<file path="src/rtl/scnn_pkg.sv">
package scnn_pkg;
  typedef enum logic [1:0] {
    COMP_AND = 2'd0,
    COMP_OR  = 2'd1,
    COMP_XOR = 2'd2
  } comp_e;

  localparam int NBR_CNT = 8;
endpackage

</file>
<file path="src/rtl/scnn_tcode.sv">
module scnn_tcode #(
  parameter int VW = 8
) (
  input  logic [VW-1:0] value_i,
  input  logic [VW-1:0] ramp_i,
  output logic          bit_o
);
  // low while the value is above the ramp, high once the ramp reaches it
  always_comb begin
    bit_o = (value_i > ramp_i) ? 1'b0 : 1'b1;
  end
endmodule

</file>
<file path="src/rtl/scnn_nbhd_addr.sv">
module scnn_nbhd_addr #(
  parameter int ABITS = 9
) (
  input  logic             own_i,
  input  logic [ABITS-2:0] nbr_i,
  input  logic [ABITS-2:0] present_i,
  output logic [ABITS-1:0] addr_o
);
  localparam int CTR = ABITS / 2;

  logic [ABITS-2:0] masked;
  assign masked = nbr_i & present_i;

  // row-major: neighbours below the centre keep their index, above shift by one
  for (genvar i = 0; i < ABITS; i++) begin : g_bit
    if (i == CTR) begin : g_ctr
      assign addr_o[i] = own_i;
    end else if (i > CTR) begin : g_hi
      assign addr_o[i] = masked[i-1];
    end else begin : g_lo
      assign addr_o[i] = masked[i];
    end
  end
endmodule

</file>
<file path="src/rtl/scnn_lut.sv">
module scnn_lut #(
  parameter int ABITS = 9
) (
  input  logic [(1<<ABITS)-1:0] table_i,
  input  logic [ABITS-1:0]      addr_i,
  output logic                  bit_o
);
  always_comb begin
    bit_o = table_i[addr_i];
  end
endmodule

</file>
<file path="src/rtl/scnn_integrator.sv">
module scnn_integrator #(
  parameter int CW = 8
) (
  input  logic          clk,
  input  logic          rst_n,
  input  logic          step_i,
  input  logic          first_i,
  input  logic          last_i,
  input  logic          bit_i,
  input  logic          preset_we_i,
  input  logic [CW-1:0] preset_i,
  output logic [CW-1:0] state_o
);
  logic [CW-1:0] acc_q, acc_d, base;
  logic [CW-1:0] state_q, state_d;
  logic [CW:0]   sum;
  logic          acc_en, state_en, commit;

  always_comb begin
    base     = first_i ? '0 : acc_q;
    sum      = {1'b0, base} + {{CW{1'b0}}, bit_i};
    acc_d    = sum[CW] ? {CW{1'b1}} : sum[CW-1:0];
    acc_en   = step_i;
    commit   = step_i && last_i;
    state_en = commit || preset_we_i;
    state_d  = commit ? acc_d : preset_i;
  end

  always_ff @(posedge clk or negedge rst_n) begin
    if (!rst_n) begin
      acc_q <= '0;
    end else if (acc_en) begin
      acc_q <= acc_d;
    end
  end

  always_ff @(posedge clk or negedge rst_n) begin
    if (!rst_n) begin
      state_q <= '0;
    end else if (state_en) begin
      state_q <= state_d;
    end
  end

  assign state_o = state_q;

  // no step, no change
  a_r7_idle_hold: assert property (@(posedge clk) disable iff (!rst_n)
    !step_i |=> $stable(acc_q));
  // first step restarts from zero
  a_r7_first_clear: assert property (@(posedge clk) disable iff (!rst_n)
    (step_i && first_i) |=> (acc_q <= {{(CW-1){1'b0}}, 1'b1}));
  // full counter stays full
  a_r8_no_wrap: assert property (@(posedge clk) disable iff (!rst_n)
    (step_i && !first_i && (acc_q == {CW{1'b1}})) |=> (acc_q == {CW{1'b1}}));
  // state moves only on commit or preset
  a_r9_state_hold: assert property (@(posedge clk) disable iff (!rst_n)
    (!(step_i && last_i) && !preset_we_i) |=> $stable(state_q));
endmodule

</file>
<file path="src/rtl/scnn_cell.sv">
module scnn_cell #(
  parameter int               VW    = 8,
  parameter int               ABITS = 9,
  parameter scnn_pkg::comp_e  COMP  = scnn_pkg::COMP_AND
) (
  input  logic                  clk,
  input  logic                  rst_n,
  input  logic                  in_we_i,
  input  logic [VW-1:0]         in_data_i,
  input  logic                  st_we_i,
  input  logic [VW-1:0]         st_data_i,
  input  logic [VW-1:0]         ramp_i,
  input  logic                  step_i,
  input  logic                  first_i,
  input  logic                  last_i,
  input  logic [ABITS-2:0]      nbr_u_i,
  input  logic [ABITS-2:0]      nbr_x_i,
  input  logic [ABITS-2:0]      edge_mask_i,
  input  logic [(1<<ABITS)-1:0] g_table_i,
  input  logic [(1<<ABITS)-1:0] f_table_i,
  output logic                  u_bit_o,
  output logic                  x_bit_o,
  output logic [VW-1:0]         state_o
);
  logic [VW-1:0]    in_q, in_d;
  logic [ABITS-1:0] addr_u, addr_x;
  logic             g_bit, f_bit, fog;

  always_comb begin
    in_d = in_we_i ? in_data_i : in_q;
  end

  always_ff @(posedge clk or negedge rst_n) begin
    if (!rst_n) begin
      in_q <= '0;
    end else if (in_we_i) begin
      in_q <= in_d;
    end
  end

  scnn_tcode #(.VW(VW)) u_enc_in (.value_i(in_q),    .ramp_i(ramp_i), .bit_o(u_bit_o));
  scnn_tcode #(.VW(VW)) u_enc_st (.value_i(state_o), .ramp_i(ramp_i), .bit_o(x_bit_o));

  scnn_nbhd_addr #(.ABITS(ABITS)) u_addr_u (
    .own_i(u_bit_o), .nbr_i(nbr_u_i), .present_i(edge_mask_i), .addr_o(addr_u));
  scnn_nbhd_addr #(.ABITS(ABITS)) u_addr_x (
    .own_i(x_bit_o), .nbr_i(nbr_x_i), .present_i(edge_mask_i), .addr_o(addr_x));

  scnn_lut #(.ABITS(ABITS)) u_lut_g (.table_i(g_table_i), .addr_i(addr_u), .bit_o(g_bit));
  scnn_lut #(.ABITS(ABITS)) u_lut_f (.table_i(f_table_i), .addr_i(addr_x), .bit_o(f_bit));

  if (COMP == scnn_pkg::COMP_OR) begin : g_comp_or
    assign fog = g_bit | f_bit;
  end else if (COMP == scnn_pkg::COMP_XOR) begin : g_comp_xor
    assign fog = g_bit ^ f_bit;
  end else begin : g_comp_and
    assign fog = g_bit & f_bit;
  end

  scnn_integrator #(.CW(VW)) u_integ (
    .clk(clk), .rst_n(rst_n), .step_i(step_i), .first_i(first_i), .last_i(last_i),
    .bit_i(fog), .preset_we_i(st_we_i), .preset_i(st_data_i), .state_o(state_o));

  // a missing top-left neighbour never reaches the top address bit
  a_r4_edge_top: assert property (@(posedge clk) disable iff (!rst_n)
    !edge_mask_i[ABITS-2] |-> (!addr_u[ABITS-1] && !addr_x[ABITS-1]));
  // the centre address bit follows the cell's own codes
  a_r3_centre: assert property (@(posedge clk) disable iff (!rst_n)
    (addr_u[ABITS/2] == u_bit_o) && (addr_x[ABITS/2] == x_bit_o));
endmodule

</file>
<file path="config.mk">
export PLATFORM = sky130hd
export DESIGN_NAME = scnn_cell
export DESIGN_NICKNAME = d
export VERILOG_FILES = /design/src/rtl/scnn_pkg.sv /design/src/rtl/scnn_tcode.sv /design/src/rtl/scnn_nbhd_addr.sv /design/src/rtl/scnn_lut.sv /design/src/rtl/scnn_integrator.sv /design/src/rtl/scnn_cell.sv
export SDC_FILE = /design/constraint.sdc
export NUM_CORES = 1
export LEC_CHECK = 0
export ABC_AREA = 0
export BUFFER_PORTS_ARGS = -buffer_cell sky130_fd_sc_hd__buf_2
export CAP_MARGIN = 40
export CORE_AREA = 5 5 420 422
export DETAILED_ROUTE_END_ITERATION = 7
export DIE_AREA = 0 0 425 427
export GPL_ROUTABILITY_DRIVEN = 0
export GPL_TIMING_DRIVEN = 0
export SLEW_MARGIN = 20
export SYNTH_ARGS = -nofsm -noshare
export SYNTH_HDL_FRONTEND = slang
export SYNTH_SLANG_ARGS = --single-unit
</file>
<file path="constraint.sdc">
create_clock -name clk -period 10.14 [get_ports clk]
set_input_delay 1.521 -clock clk [delete_from_list [all_inputs] [get_ports clk]]
set_output_delay 1.521 -clock clk [all_outputs]
set_load 0.01 [all_outputs]
</file>
-- Word level (Yosys, flattened, before mapping)
Index checks and enable logic that the tools add are counted.
W data, S select, Z words.
- bits of input ports: 1079
- logic and storage cells: 22
- register bits: 24
- output and inout port bits: 10
- add/subtract/negate cells: 1
- muxes and demuxes: 9
- bitwise gates (word level): 3
- order comparisons: 4
- reduce and logical (&&, ||, !) cells: 2
- operator list (kind ; count):
    $mux W8 ; 3
    $lt A9 B10 Y1 const B ; 2
    $bmux W1 S9 ; 2
    $and A8 B8 Y8 ; 2
    $gt A8 B8 Y1 ; 2
    $add A8 B1 Y9 ; 1
    $mux W1 ; 4
    $and A1 B1 Y1 ; 1
    $logic_and A1 B1 Y1 ; 1
    $logic_or A1 B1 Y1 ; 1

-- Longest topological paths before layout
- depth in word-level cells: 8
- depth in mapped cells: 18
- mapped depth without buffers: 18

-- By module
From an unflattened synthesis, not the netlist that was laid out.
- cells, all modules: 1071
- area, all modules: 10880.4 sq um
- modules (own cells, without submodules) (module ; seq. area each (sq um) ; cells each ; area each (sq um) ; times used):
    scnn_lut ; 0.0 ; 437 ; 4506.8 ; 2
    scnn_integrator ; 400.4 ; 107 ; 1021.0 ; 1
    scnn_tcode ; 0.0 ; 27 ; 196.4 ; 2
    scnn_cell ; 200.2 ; 18 ; 337.8 ; 1
    scnn_nbhd_addr ; 0.0 ; 9 ; 57.6 ; 2

-- Worst setup path before layout
No wires, ideal clock.
- kind: input -> register
- start point: input port ramp_i[7]
- end point: register u_integ.state_q[2] (netlist: u_integ.state_o[2])
- stages: 18
- arrival time: 4.663 ns
- buffers on the path: 1
- required time: 10.057 ns
- setup slack: 5.394 ns
- library setup time: 0.083 ns
- cells stage by stage: inv_1 -> ha_1 -> nand4_1 -> nor2_1 -> a211o_1 -> nand2_1 -> clkinv_1 -> nand4_1 -> nand3_1 -> or4_1 -> a32oi_2 -> ha_1 -> ha_1 -> and3_1 -> and3_1 -> clkbuf_1 -> nor2_1 -> o21ai_0
- word-level cells in the longest chain between the ends: 8
- elaborated cells between the ends (all ways): 12
- classes of those cells: add/sub (1); order compare (2); mux (8); bitwise (1)
- ends and longest elaborated chain (element ; line ; RTL):
    start, declared ; scnn_cell.sv:12 ; input logic [VW-1:0] ramp_i,
    $gt A8 B8 Y1 ; scnn_tcode.sv:10 ; bit_o = (value_i > ramp_i) ? 1'b0 : 1'b1;
    $mux W1 ; scnn_tcode.sv:10 ;
    named net u_bit_o ; scnn_cell.sv:21 ; output logic u_bit_o,
    $bmux W1 S9 ; scnn_lut.sv:9 ; bit_o = table_i[addr_i];
    $mux W1 (implied by the code) ; scnn_lut.sv:9 ;
    $and A1 B1 Y1 ; scnn_cell.sv:57 ; assign fog = g_bit & f_bit;
    $add A8 B1 Y9 ; scnn_integrator.sv:21 ; sum = {1'b0, base} + {{CW{1'b0}}, bit_i};
    $mux W8 ; scnn_integrator.sv:22 ; acc_d = sum[CW] ? {CW{1'b1}} : sum[CW-1:0];
    $mux W8 ; scnn_integrator.sv:26 ; state_d = commit ? acc_d : preset_i;
    end signal, assigned ; scnn_integrator.sv:41 ; state_q <= state_d;
    end, declared ; scnn_integrator.sv:15 ; logic [CW-1:0] state_q, state_d;
The timed path passes the listed nets, and every way through them passes these cells. The select of a mux whose other input is x is not followed.
A chain may end at the register's enable or synchronous reset.

-- Final worst setup path
- start point: input port nbr_x_i[1]
- end point: register u_integ.state_q[4] (netlist: u_integ.state_o[4])
- word-level cells in the longest chain between the ends: 7
- ends and longest elaborated chain (element ; line ; RTL):
    start, declared ; scnn_cell.sv:17 ; input logic [ABITS-2:0] nbr_x_i,
    $and A8 B8 Y8 ; scnn_nbhd_addr.sv:12 ; assign masked = nbr_i & present_i;
    $bmux W1 S9 ; scnn_lut.sv:9 ;
    $mux W1 (implied by the code) ; scnn_lut.sv:9 ;
    $and A1 B1 Y1 ; scnn_cell.sv:57 ;
    $add A8 B1 Y9 ; scnn_integrator.sv:21 ;
    $mux W8 ; scnn_integrator.sv:22 ;
    $mux W8 ; scnn_integrator.sv:26 ;
No other way between the ends. The select of a mux whose other input is x is not followed.

==> impl_metrics.json <==
{
  "fmax_ghz": 0.138,
  "post_cts_buffers": 0,
  "synth.area.top_cells": "mux4_2, a22oi_1, dfrtp_1, nand2_1, ha_1",
  "overflow": 0,
  "ctsResizeCount": 0,
  "synthesis.nets": 1984,
  "end_kind": "flip-flop",
  "clock_skew_ns": 0.00186,
  "tightestPinTransition_ns": 0.948,
  "post-route-util": 0.111,
  "async_reset_ff_frac": 1.00,
  "crit_buf_inv": 6,
  "route.detailed.drc": 0,
  "yosysTopAreaCellShare": 0.508,
  "synth_edf_count": 0,
  "period_needed_ns": 7.26,
  "crit_path_max_fanout": 10,
  "required_ns": 10.31,
  "drive_gt1_frac": 0.726,
  "powerDensity_nw_per_um2": 59.0,
  "row_count": 153,
  "coreArea_sq_um": 173000,
  "start_kind": "input port",
  "cts_max_level": 1,
  "layout.nets": 3107,
  "portBuffers": 1085,
  "antenna_found_initial": 106,
  "cts_root_buf": "clkbuf_16",
  "path_class": "in -> reg",
  "wirelength_microns": 134000,
  "die_w_microns": 425,
  "drt_first_pass_iters": 6,
  "ys_seq_area_frac": 0.0597,
  "timing.hold.ws_ns": 0.516,
  "first_iter_violations": 1899,
  "fin_crit_sh": 0.716,
  "io_pins": 1089,
  "ys.flop_type": "dfrtp_1",
  "drv_cap": 0,
  "rsz0062_at_grt": "no",
  "design_area_sq_um": 19200,
  "slew_headroom": 0.368,
  "grt_pass1_vias": 16200,
  "p_leak_uw": 0.00805,
  "syn_inst": 887,
  "synth.distinct_cells": 63,
  "dieHeight_microns": 427,
  "initial_core_util": 0.0583,
  "cp_top_family": "buffers and inverters",
  "holdBufCountCts": 0,
  "die_area_sq_um": 181000,
  "wl_per_cell_microns": 30.2,
  "finalSetupTns_ns": 0,
  "cts.sinks": 24,
  "crit_path_cell_trace": "clkbuf_1, and2_2, buf_4, buf_2, buf_2, nand2_1, a32oi_1, buf_6, a31oi_1, a21boi_0, nand4_1, a32oi_2, ha_1, ha_1, and3_1, and3_1, clkbuf_1, nor2_1, o21ai_0",
  "max_stage_delay_ns": 0.64,
  "grt_max_degree": 25,
  "timing.final.max_slew_violations": 0,
  "synth_top_area_cell": "mux4_2",
  "ir_drop_mv": 0.0677,
  "synth_seq_cells": 24,
  "status": "finished, final reports clean",
  "synth_area_per_cell_sq_um": 11.3,
  "cts_tree": "built",
  "area_delta_synth_final_pct": 91.2,
  "hold_path.class": "reg -> reg",
  "hold_violations": 0,
  "multiInputGateArea_sq_um": 8820,
  "n_fill_cell": 20100,
  "cp.arrival_ns": 7.43,
  "clkTransAtPathRegs_ns": 0.07,
  "yosys_warnings": 0,
  "clk_path_buf_depth": 2,
  "seqCellArea_sq_um": 601,
  "finalSetupViolations": 0,
  "cts_made_buffers": 3,
  "placed_area_sq_um": 18900,
  "hpwl_microns": 119000,
  "grtUsageTotal": 0.136,
  "drt-vias-per-instance": 3.67,
  "final_antenna_net_count": 0,
  "num_vias": 16200,
  "cpMaxStageDelayCell": "buf_2",
  "grt_pass1_wl_microns": 162000,
  "clock_latency_ns": 0.26,
  "syn-cell-area_sq_um": 10100
}
==> synth_stat cells, types with 11 or more instances <==
cell type,number
nor2_1,33
a2111oi_0,15
mux4_2,227
nand4_1,26
buf_6,18
dfrtp_1,24
buf_4,20
inv_1,11
o21ai_0,20
a21oi_1,24
buf_2,21
a22oi_1,97
nand3_1,25
nand2_1,100
mux2_2,14
and3_1,22
clkbuf_1,24
ha_1,18
==> placed cells by master (no fill, tap or decap), types with 4 or more instances in the layout <==
master,n
buf_2,1108
mux4_2,227
nand2_1,100
a22oi_1,96
diode_2,89
buf_6,34
nand4_1,26
nor2_1,25
nand3_1,25
dfrtp_1,24
a21oi_1,22
and3_1,22
clkbuf_1,22
buf_4,22
o21ai_0,19
ha_1,18
a2111oi_0,15
mux2_2,14
inv_1,11
a31oi_1,10
o22ai_1,10
buf_8,10
nor2_2,9
nor2b_1,8
mux2i_1,8
and2_1,8
mux4_1,8
a22o_1,7
buf_12,6
o2111ai_1,6
o211ai_1,5
a311oi_1,5
a221oi_1,5
a211oi_1,4
nor4_1,4
o32ai_1,4
==> worst paths after layout <==
path / from / to / slack, ns / cells past startpoint
min in group asynchronous: rst_n / in_q[7] / 1.26 / 1
worst max-delay path: nbr_x_i[1] / u_integ.state_o[4] / 2.88 / 19
worst min register to register: in_q[2] / in_q[2] / 0.52 / 1
max in group asynchronous: rst_n / u_integ.acc_q[0] / 8.49 / 1
worst max register to register: in_q[5] / u_integ.state_o[4] / 4.67 / 17
worst min-delay path: in_q[2] / in_q[2] / 0.52 / 1
==> registers in the layout, indices dropped and copies added (netlist names) <==
signal and count:
in_q 8, u_integ.acc_q 8, u_integ.state_o 8
==> metal layers <==
metal  vias up  global-route usage  wire (microns)
met5         -              0.0258            1130
met4        62              0.0574            6920
met3       353              0.0571           15500
met2      1512               0.248           68600
met1      8008               0.134           41600
li1       6281                   -               -
==> power breakdown <==
group	internal, uW	total (uW)	switching [uW]
Clock	78.6	115	36.6
Combinational	412	904	493
Sequential	107	117	9.46
Total	597	1140	539
==> stage by stage <==
| stage | power (uW) | std cells | setup slack (ns) |
|---|---|---|---|
| floorplan | 484 | 887 | 5.39 |
| global placement | 990 | 4297 | 0.885 |
| detailed placement | 1030 | 4324 | 1.65 |
| CTS | 1140 | 4328 | 1.89 |
| global route | 1190 | 4405 | 2.15 |
| finish | 1140 | 4423 | 2.88 |
==> cell families after synthesis <==
group,synth area share
DFF,0.0597
and+or+nand+nor,0.115
muxes,0.552
buffers and inverters,0.0713
AOI/OAI and AO/OA,0.175
adders and majority gates,0.0224
xor gates and xnor gates,0.00348
==> area by class of cell <==
cell class,instances,share of cell area
Timing Repair Buffer,1118,0.305
Sequential cell,24,0.0312
Buffer,90,0.0351
Inverter,12,0.00234
Clock buffer,3,0.00390
Multi-Input combinational cell,761,0.458
Tap cell,2325,0.151
Clock inverter,1,0.00156
Antenna cell,89,0.0116
Note: power is estimated with default switching activity, not from simulation.
